$ cat config.mk
export PLATFORM = sky130hd
export DESIGN_NAME = fib_seq_ctrl
export DESIGN_NICKNAME = d
export VERILOG_FILES = /design/src/rtl/fib_ctrl_pkg.sv /design/src/rtl/fib_next_state.sv /design/src/rtl/fib_ctl_decode.sv /design/src/rtl/fib_seq_ctrl.sv
export SDC_FILE = /design/constraint.sdc
export NUM_CORES = 1
export LEC_CHECK = 0
export BUFFER_PORTS_ARGS = -buffer_cell sky130_fd_sc_hd__buf_2
export CORE_AREA = 2 2 39 41
export DETAILED_ROUTE_END_ITERATION = 7
export DIE_AREA = 0 0 41 43
export PLACE_DENSITY = 0.61
export SLEW_MARGIN = 25
export SYNTH_ARGS = -nofsm -noshare
export SYNTH_HDL_FRONTEND = slang
export SYNTH_SLANG_ARGS = --single-unit
$ cat constraint.sdc
create_clock -name clk -period 1.6 [get_ports clk]
set_clock_uncertainty 0.05 [all_clocks]
set_input_delay 0 -clock clk [delete_from_list [all_inputs] [get_ports clk]]
set_output_delay 0 -clock clk [all_outputs]
set_load 0.01 [all_outputs]
$ cat src/rtl/fib_ctrl_pkg.sv
package fib_ctrl_pkg;

    localparam int REG_AW = 2;
    localparam int OP_W   = 3;
    localparam int N_ST   = 10;

    // one-hot bit positions
    localparam int S_IDLE  = 0;
    localparam int S_LDCNT = 1;
    localparam int S_SET1  = 2;
    localparam int S_SET2  = 3;
    localparam int S_STCNT = 4;
    localparam int S_CPTMP = 5;
    localparam int S_ADD   = 6;
    localparam int S_MOVT  = 7;
    localparam int S_DEC   = 8;
    localparam int S_STNUM = 9;

    typedef logic [N_ST-1:0] onehot_t;

    localparam onehot_t IDLE_VEC = onehot_t'(1) << S_IDLE;

    typedef enum logic [OP_W-1:0] {
        OP_NOP   = 3'b000,
        OP_ONE   = 3'b001,
        OP_DEC   = 3'b011,
        OP_LOAD  = 3'b100,
        OP_STORE = 3'b101,
        OP_ADD   = 3'b110,
        OP_PASS  = 3'b111
    } op_e;

    typedef struct packed {
        logic              wr_en;
        logic              ld_sel;
        logic [REG_AW-1:0] wr_addr;
        logic [REG_AW-1:0] rd_a;
        logic [REG_AW-1:0] rd_b;
        op_e               op;
    } ctl_t;

    localparam ctl_t CTL_IDLE = '{1'b0, 1'b0, 2'd0, 2'd0, 2'd0, OP_NOP};

    function automatic ctl_t mk_ctl(input logic we, input logic ls,
                                    input logic [REG_AW-1:0] wa,
                                    input logic [REG_AW-1:0] ra,
                                    input logic [REG_AW-1:0] rb,
                                    input op_e o);
        ctl_t c;
        c.wr_en   = we;
        c.ld_sel  = ls;
        c.wr_addr = wa;
        c.rd_a    = ra;
        c.rd_b    = rb;
        c.op      = o;
        return c;
    endfunction

    // control word of each step, indexed by one-hot bit position
    function automatic ctl_t step_word(input int idx);
        case (idx)
            S_LDCNT: return mk_ctl(1'b1, 1'b1, 2'd0, 2'd0, 2'd0, OP_LOAD);
            S_SET1:  return mk_ctl(1'b1, 1'b0, 2'd1, 2'd0, 2'd0, OP_ONE);
            S_SET2:  return mk_ctl(1'b1, 1'b0, 2'd2, 2'd0, 2'd0, OP_ONE);
            S_STCNT: return mk_ctl(1'b0, 1'b0, 2'd0, 2'd0, 2'd0, OP_STORE);
            S_CPTMP: return mk_ctl(1'b1, 1'b0, 2'd3, 2'd1, 2'd0, OP_PASS);
            S_ADD:   return mk_ctl(1'b1, 1'b0, 2'd1, 2'd1, 2'd2, OP_ADD);
            S_MOVT:  return mk_ctl(1'b1, 1'b0, 2'd2, 2'd3, 2'd0, OP_PASS);
            S_DEC:   return mk_ctl(1'b1, 1'b0, 2'd0, 2'd0, 2'd0, OP_DEC);
            S_STNUM: return mk_ctl(1'b0, 1'b0, 2'd0, 2'd1, 2'd0, OP_STORE);
            default: return CTL_IDLE;
        endcase
    endfunction

endpackage

$ cat src/rtl/fib_next_state.sv
module fib_next_state
    import fib_ctrl_pkg::*;
(
    input  onehot_t cur,
    input  logic    start,
    input  logic    zero_flag,
    output onehot_t nxt,
    output logic    exit_loop
);
    always_comb begin
        exit_loop      = cur[S_STNUM] & zero_flag;
        nxt            = '0;
        nxt[S_IDLE]    = (cur[S_IDLE] & ~start) | exit_loop;
        nxt[S_LDCNT]   = (cur[S_IDLE] | cur[S_LDCNT]) & start;
        nxt[S_SET1]    = cur[S_LDCNT] & ~start;
        nxt[S_SET2]    = cur[S_SET1];
        nxt[S_STCNT]   = cur[S_SET2];
        nxt[S_CPTMP]   = cur[S_STCNT] | (cur[S_STNUM] & ~zero_flag);
        nxt[S_ADD]     = cur[S_CPTMP];
        nxt[S_MOVT]    = cur[S_ADD];
        nxt[S_DEC]     = cur[S_MOVT];
        nxt[S_STNUM]   = cur[S_DEC];
    end
endmodule

$ cat src/rtl/fib_ctl_decode.sv
module fib_ctl_decode
    import fib_ctrl_pkg::*;
(
    input  onehot_t cur,
    output ctl_t    ctl
);
    always_comb begin
        ctl = CTL_IDLE;
        for (int i = 0; i < N_ST; i++) begin
            if (cur[i]) ctl = ctl | step_word(i);
        end
    end
endmodule

$ cat src/rtl/fib_seq_ctrl.sv
module fib_seq_ctrl
    import fib_ctrl_pkg::*;
(
    input  logic              clk,
    input  logic              rst,
    input  logic              start,
    input  logic              zero_flag,
    output logic [REG_AW-1:0] wr_addr,
    output logic              wr_en,
    output logic              ld_sel,
    output logic [REG_AW-1:0] rd_addr_a,
    output logic [REG_AW-1:0] rd_addr_b,
    output logic [OP_W-1:0]   op_code,
    output logic              done
);
    onehot_t st_q;
    onehot_t st_d;
    logic    exit_loop;
    ctl_t    ctl;

    fib_next_state u_next (
        .cur       (st_q),
        .start     (start),
        .zero_flag (zero_flag),
        .nxt       (st_d),
        .exit_loop (exit_loop)
    );

    // one D flip-flop per state, idle bit presets on reset
    for (genvar gi = 0; gi < N_ST; gi++) begin : g_state_ff
        always_ff @(posedge clk) begin
            if (rst) st_q[gi] <= IDLE_VEC[gi];
            else     st_q[gi] <= st_d[gi];
        end
    end

    always_ff @(posedge clk) begin
        if (rst) done <= 1'b0;
        else     done <= exit_loop;
    end

    fib_ctl_decode u_dec (
        .cur (st_q),
        .ctl (ctl)
    );

    assign wr_addr   = ctl.wr_addr;
    assign wr_en     = ctl.wr_en;
    assign ld_sel    = ctl.ld_sel;
    assign rd_addr_a = ctl.rd_a;
    assign rd_addr_b = ctl.rd_b;
    assign op_code   = ctl.op;


    p_onehot_r1: assert property (@(posedge clk) disable iff (rst)
        $countones(st_q) == 1);

    p_idle_wait_r2: assert property (@(posedge clk) disable iff (rst)
        (st_q[S_IDLE] && !start) |=> (st_q[S_IDLE] && !wr_en));

    p_load_hold_r3: assert property (@(posedge clk) disable iff (rst)
        (st_q[S_LDCNT] && start) |=> (ld_sel && op_code == OP_LOAD));

    p_exit_idle_r6: assert property (@(posedge clk) disable iff (rst)
        (op_code == OP_STORE && rd_addr_a == 2'd1 && zero_flag) |=> (st_q[S_IDLE] && done));

    p_done_pulse_r7: assert property (@(posedge clk) disable iff (rst)
        done |=> !done);

    p_store_nowrite_r8: assert property (@(posedge clk) disable iff (rst)
        (op_code == OP_STORE) |-> !wr_en);
endmodule

Word level (Yosys, flattened, before mapping) --
Cells that the tools add are included.
Operators by class: muxes and demuxes 17, bitwise gates (word level) 18
Operator list (number):
- 11-bit two-way mux | 17
- 11-bit OR | 8
- 1-bit AND | 5
- 1-bit OR | 3
- 1-bit inverter | 2
Word-level totals: bits in registers 11, input bits 4

Logic depth before layout (Yosys ltp) --
depth in word-level cells 17, mapped depth 2, depth with buffers taken out 2

Cells and area by module --
Synthesis repeated with hierarchy kept, for this count alone.
Unflattened totals: cell total of the unflattened synthesis 54, area total of the unflattened synthesis 490.5 um2
Modules (own cells, without submodules):
- fib_seq_ctrl | times used 1, cells each 23, area each 300.3 um2, seq. area each 220.2 um2
- fib_ctl_decode | times used 1, cells each 17, area each 98.8 um2, seq. area each 0.0 um2
- fib_next_state | times used 1, cells each 14, area each 91.3 um2, seq. area each 0.0 um2

Least setup slack after synthesis --
Ideal clock, no wire load.
path type register -> output, from register st_q[7], to output port wr_en, arrival 1.337 ns, data required time 1.550 ns, path slack 0.213 ns, stages on the path, launching flop included 3, cell sequence dfxtp_1 -> or4_4 -> or4_1
Between the ends: cells in the longest elaborated chain, start to end 5
Ends and longest elaborated chain:
- start, declared | RTL line fib_seq_ctrl.sv:16 | onehot_t st_q;
- start signal, assigned by index | RTL line fib_seq_ctrl.sv:32 | if (rst) st_q[gi] <= IDLE_VEC[gi];
- start signal, assigned by index | RTL line fib_seq_ctrl.sv:33 | else st_q[gi] <= st_d[gi];
- 11-bit two-way mux * | RTL line fib_ctl_decode.sv:10 | if (cur[i]) ctl = ctl | step_word(i);
- 11-bit OR | RTL line fib_ctl_decode.sv:10
- 11-bit two-way mux * | RTL line fib_ctl_decode.sv:10
- 11-bit OR | RTL line fib_ctl_decode.sv:10
- 11-bit two-way mux * | RTL line fib_ctl_decode.sv:10
- end, declared | RTL line fib_seq_ctrl.sv:9 | output logic wr_en,
Mark *: on every way between the ends. The rest lies on a longest branch, timed or not.

Worst setup path after layout --
Same ends and word-level chain as after synthesis.

==> flow_metrics.py <==
metrics = {
    "timing": {
        "setup_viol": 2,
        "slew_violations": 0,
        "holdWs_ps": 412,
        "period_needed_ps": 1750,
        "clock.fmax_ghz": 0.572,
        "rsz0062_at_grt": "true",
        "tns_ps": -219,
        "setup_slack_ps": -148,
        "fin_crit_sh_pct": 109,
        "hold_viol": 0,
    },
    "floorplan": {
        "num_io_pins": 16,
        "die-area_um2": 1760,
        "initial_core_util_pct": 28.9,
        "die_w_um": 41,
        "fp.dieH_um": 43,
        "core_um2": 1380,
        "rows": 14,
    },
    "power_and_ir_drop": {
        "p_leak_nw": 0.295,
        "power_mw": 0.514,
        "p_per_area_nw_per_um2": 904,
        "ir_drop_mv": 0.361,
    },
    "detailed_routing": {
        "ant_nets": 0,
        "wl_per_cell_um": 11.1,
        "drt_iter0_markers": 2,
        "vias_per_cell": 4.54,
        "drc_errors": 0,
        "vias": 354,
        "drt_first_pass_iters": 2,
        "drt-total-wl_um": 863,
    },
    "setup_path": {
        "endpoint_kind": "output pin",
        "critPathMaxFanout": 4,
        "worst_setup_path_start_kind": "register",
        "worstSetupPathType": "reg2out",
        "cp.required_ps": 1550,
        "cp_data_arrival_time_ps": 1700,
    },
    "grt": {
        "grt_usage_pct": 11.4,
        "grt_max_degree": 12,
        "grt.overflow.total": 0,
        "grt_pass1_wl_mm": 1.30,
        "grt_pass1_vias": 282,
        "antenna_found_initial": 0,
    },
    "flow_run": {
        "cap_violations": 0,
    },
    "cells_and_area": {
        "fill_cells": 147,
        "final_cells": 78,
        "diodes": 0,
        "nets": 67,
        "syn_to_final_growth_pct": 41.9,
        "final_layout_size_suffix_gt1_share_pct": 37.1,
    },
    "synth": {
        "yosysTopAreaCell": "dfxtp_1",
        "synth_enable_flop_cells": 0,
        "yosys-top-cells-count": "dfxtp_1, nor2b_1, buf_4, or3_1",
        "yosys_warnings": 0,
        "syn_area_per_cell_um2": 9.77,
        "syn_nets": 45,
        "yosysTopAreaCellShare_pct": 55.0,
        "synth_flop_cell": "dfxtp_1",
        "yosysSeqAreaShare_pct": 55.0,
        "syn-cell-area_um2": 400,
        "yosysUniqueCellTypes": 17,
        "synth.area.top_cells": "dfxtp_1, nor2b_1, buf_4",
        "synth_seq_cells": 11,
        "synth_cells": 41,
        "ys_async_sr_fraction_pct": 0,
        "yosysMostFrequentCell": "dfxtp_1",
    },
    "cts": {
        "cts_tree": "yes",
        "insertion_delay_ps": 260,
        "clk_pin_slew_ps": 70,
        "clockRootBuffer": "clkbuf_4",
        "htreeDepth": 1,
        "cts_buffers": 3,
        "cts.path.max_buffers": 2,
        "clock-sinks": 11,
    },
    "run_status": {
        "status": "finished, violations left",
        "violations": "negative setup slack",
    },
    "place": {
        "place_congestion": 0.671,
        "portBuffers": 14,
        "place_inst": 67,
        "dp_hpwl_um": 561,
    },
    "worst_hold_path": {
        "hold_class": "reg2reg",
    },
}
## stage by stage
step	setup slack [ps]	utilization [%]	cell area, um^2
after global placement	133	33.5	464
final	-148	41.0	568
after global routing	-196	41.0	568
after CTS	-165	40.4	559
after detailed placement	117	33.5	464
after floorplan	213	-	400
## state kept, by name, indices dropped and copies added, names as in the netlist
name and count:
st_q 10, done 1
## placed cells by master (no fill, tap or decap)
cell and count:
dfxtp_2 2, buf_4 2, buf_6 1, nor2_1 2, nor3_1 2, dlygate4sd3_1 5, nor4_1 1, dfxtp_1 9
or3_1 3, or4_1 1, clkbuf_4 3, or4_4 2, a21oi_1 1, a221o_1 1, nor3b_1 1, buf_2 13
nor2b_1 6, nand2b_1 1, conb_1 1, clkbuf_1 1, nand2_1 2, inv_1 2
## kinds of logic after synthesis
family / Yosys count / synth area share, %
DFF: 11 / 55.0
AOI/OAI and AO/OA: 2 / 3.75
and+or+nand+nor: 21 / 31.9
buffers and inverters: 6 / 8.44
other: 1 / 0.937
## where the power goes
group / switching (mW) / internal [mW] / total [mW]
combinational: 0.0202 / 0.0256 / 0.0458
clock: 0.0885 / 0.0964 / 0.185
sequential: 0.00447 / 0.278 / 0.283
## worst max-delay path, cell delays in order (launching register included)
cell and delay [ps]:
dfxtp_2 330, or4_4 530, or4_4 440, buf_6 140
## final cells by class
class	instances	area, um^2	share of cell area [%]
Inverter	2	7.51	1.32
Sequential cell	11	223	39.2
Clock buffer	4	26.3	4.63
Tap cell	16	20.0	3.52
Multi-Input combinational cell	24	150	26.4
Timing Repair Buffer	21	141	24.9
## worst paths after layout
path / start / end / slack (ps) / cells past startpoint
setup reg to reg: st_q[1]$_SDFF_PP0_ / st_q[2]$_SDFF_PP0_ / 370 / 2
hold reg to reg: st_q[4]$_SDFF_PP0_ / st_q[5]$_SDFF_PP0_ / 410 / 2
hold / removal: st_q[4]$_SDFF_PP0_ / st_q[5]$_SDFF_PP0_ / 410 / 2
setup / recovery: st_q[7]$_SDFF_PP0_ / wr_en / -150 / 3
## per-layer routing
metal	part of all wire [%]	global-route usage (%)
met1	46	15.4
met4	0	6.00
met3	8.0	4.71
met2	46	15.0
met5	0	0
## repair_timing
item,4_1_cts,5_1_grt
resized for setup,3,1
hold buffers,5,0
endpoints found under the hold margin,11,0
endpoints found under the setup margin,2,2
buffers inserted,1,1
Note: power is estimated with default switching activity, not from simulation.
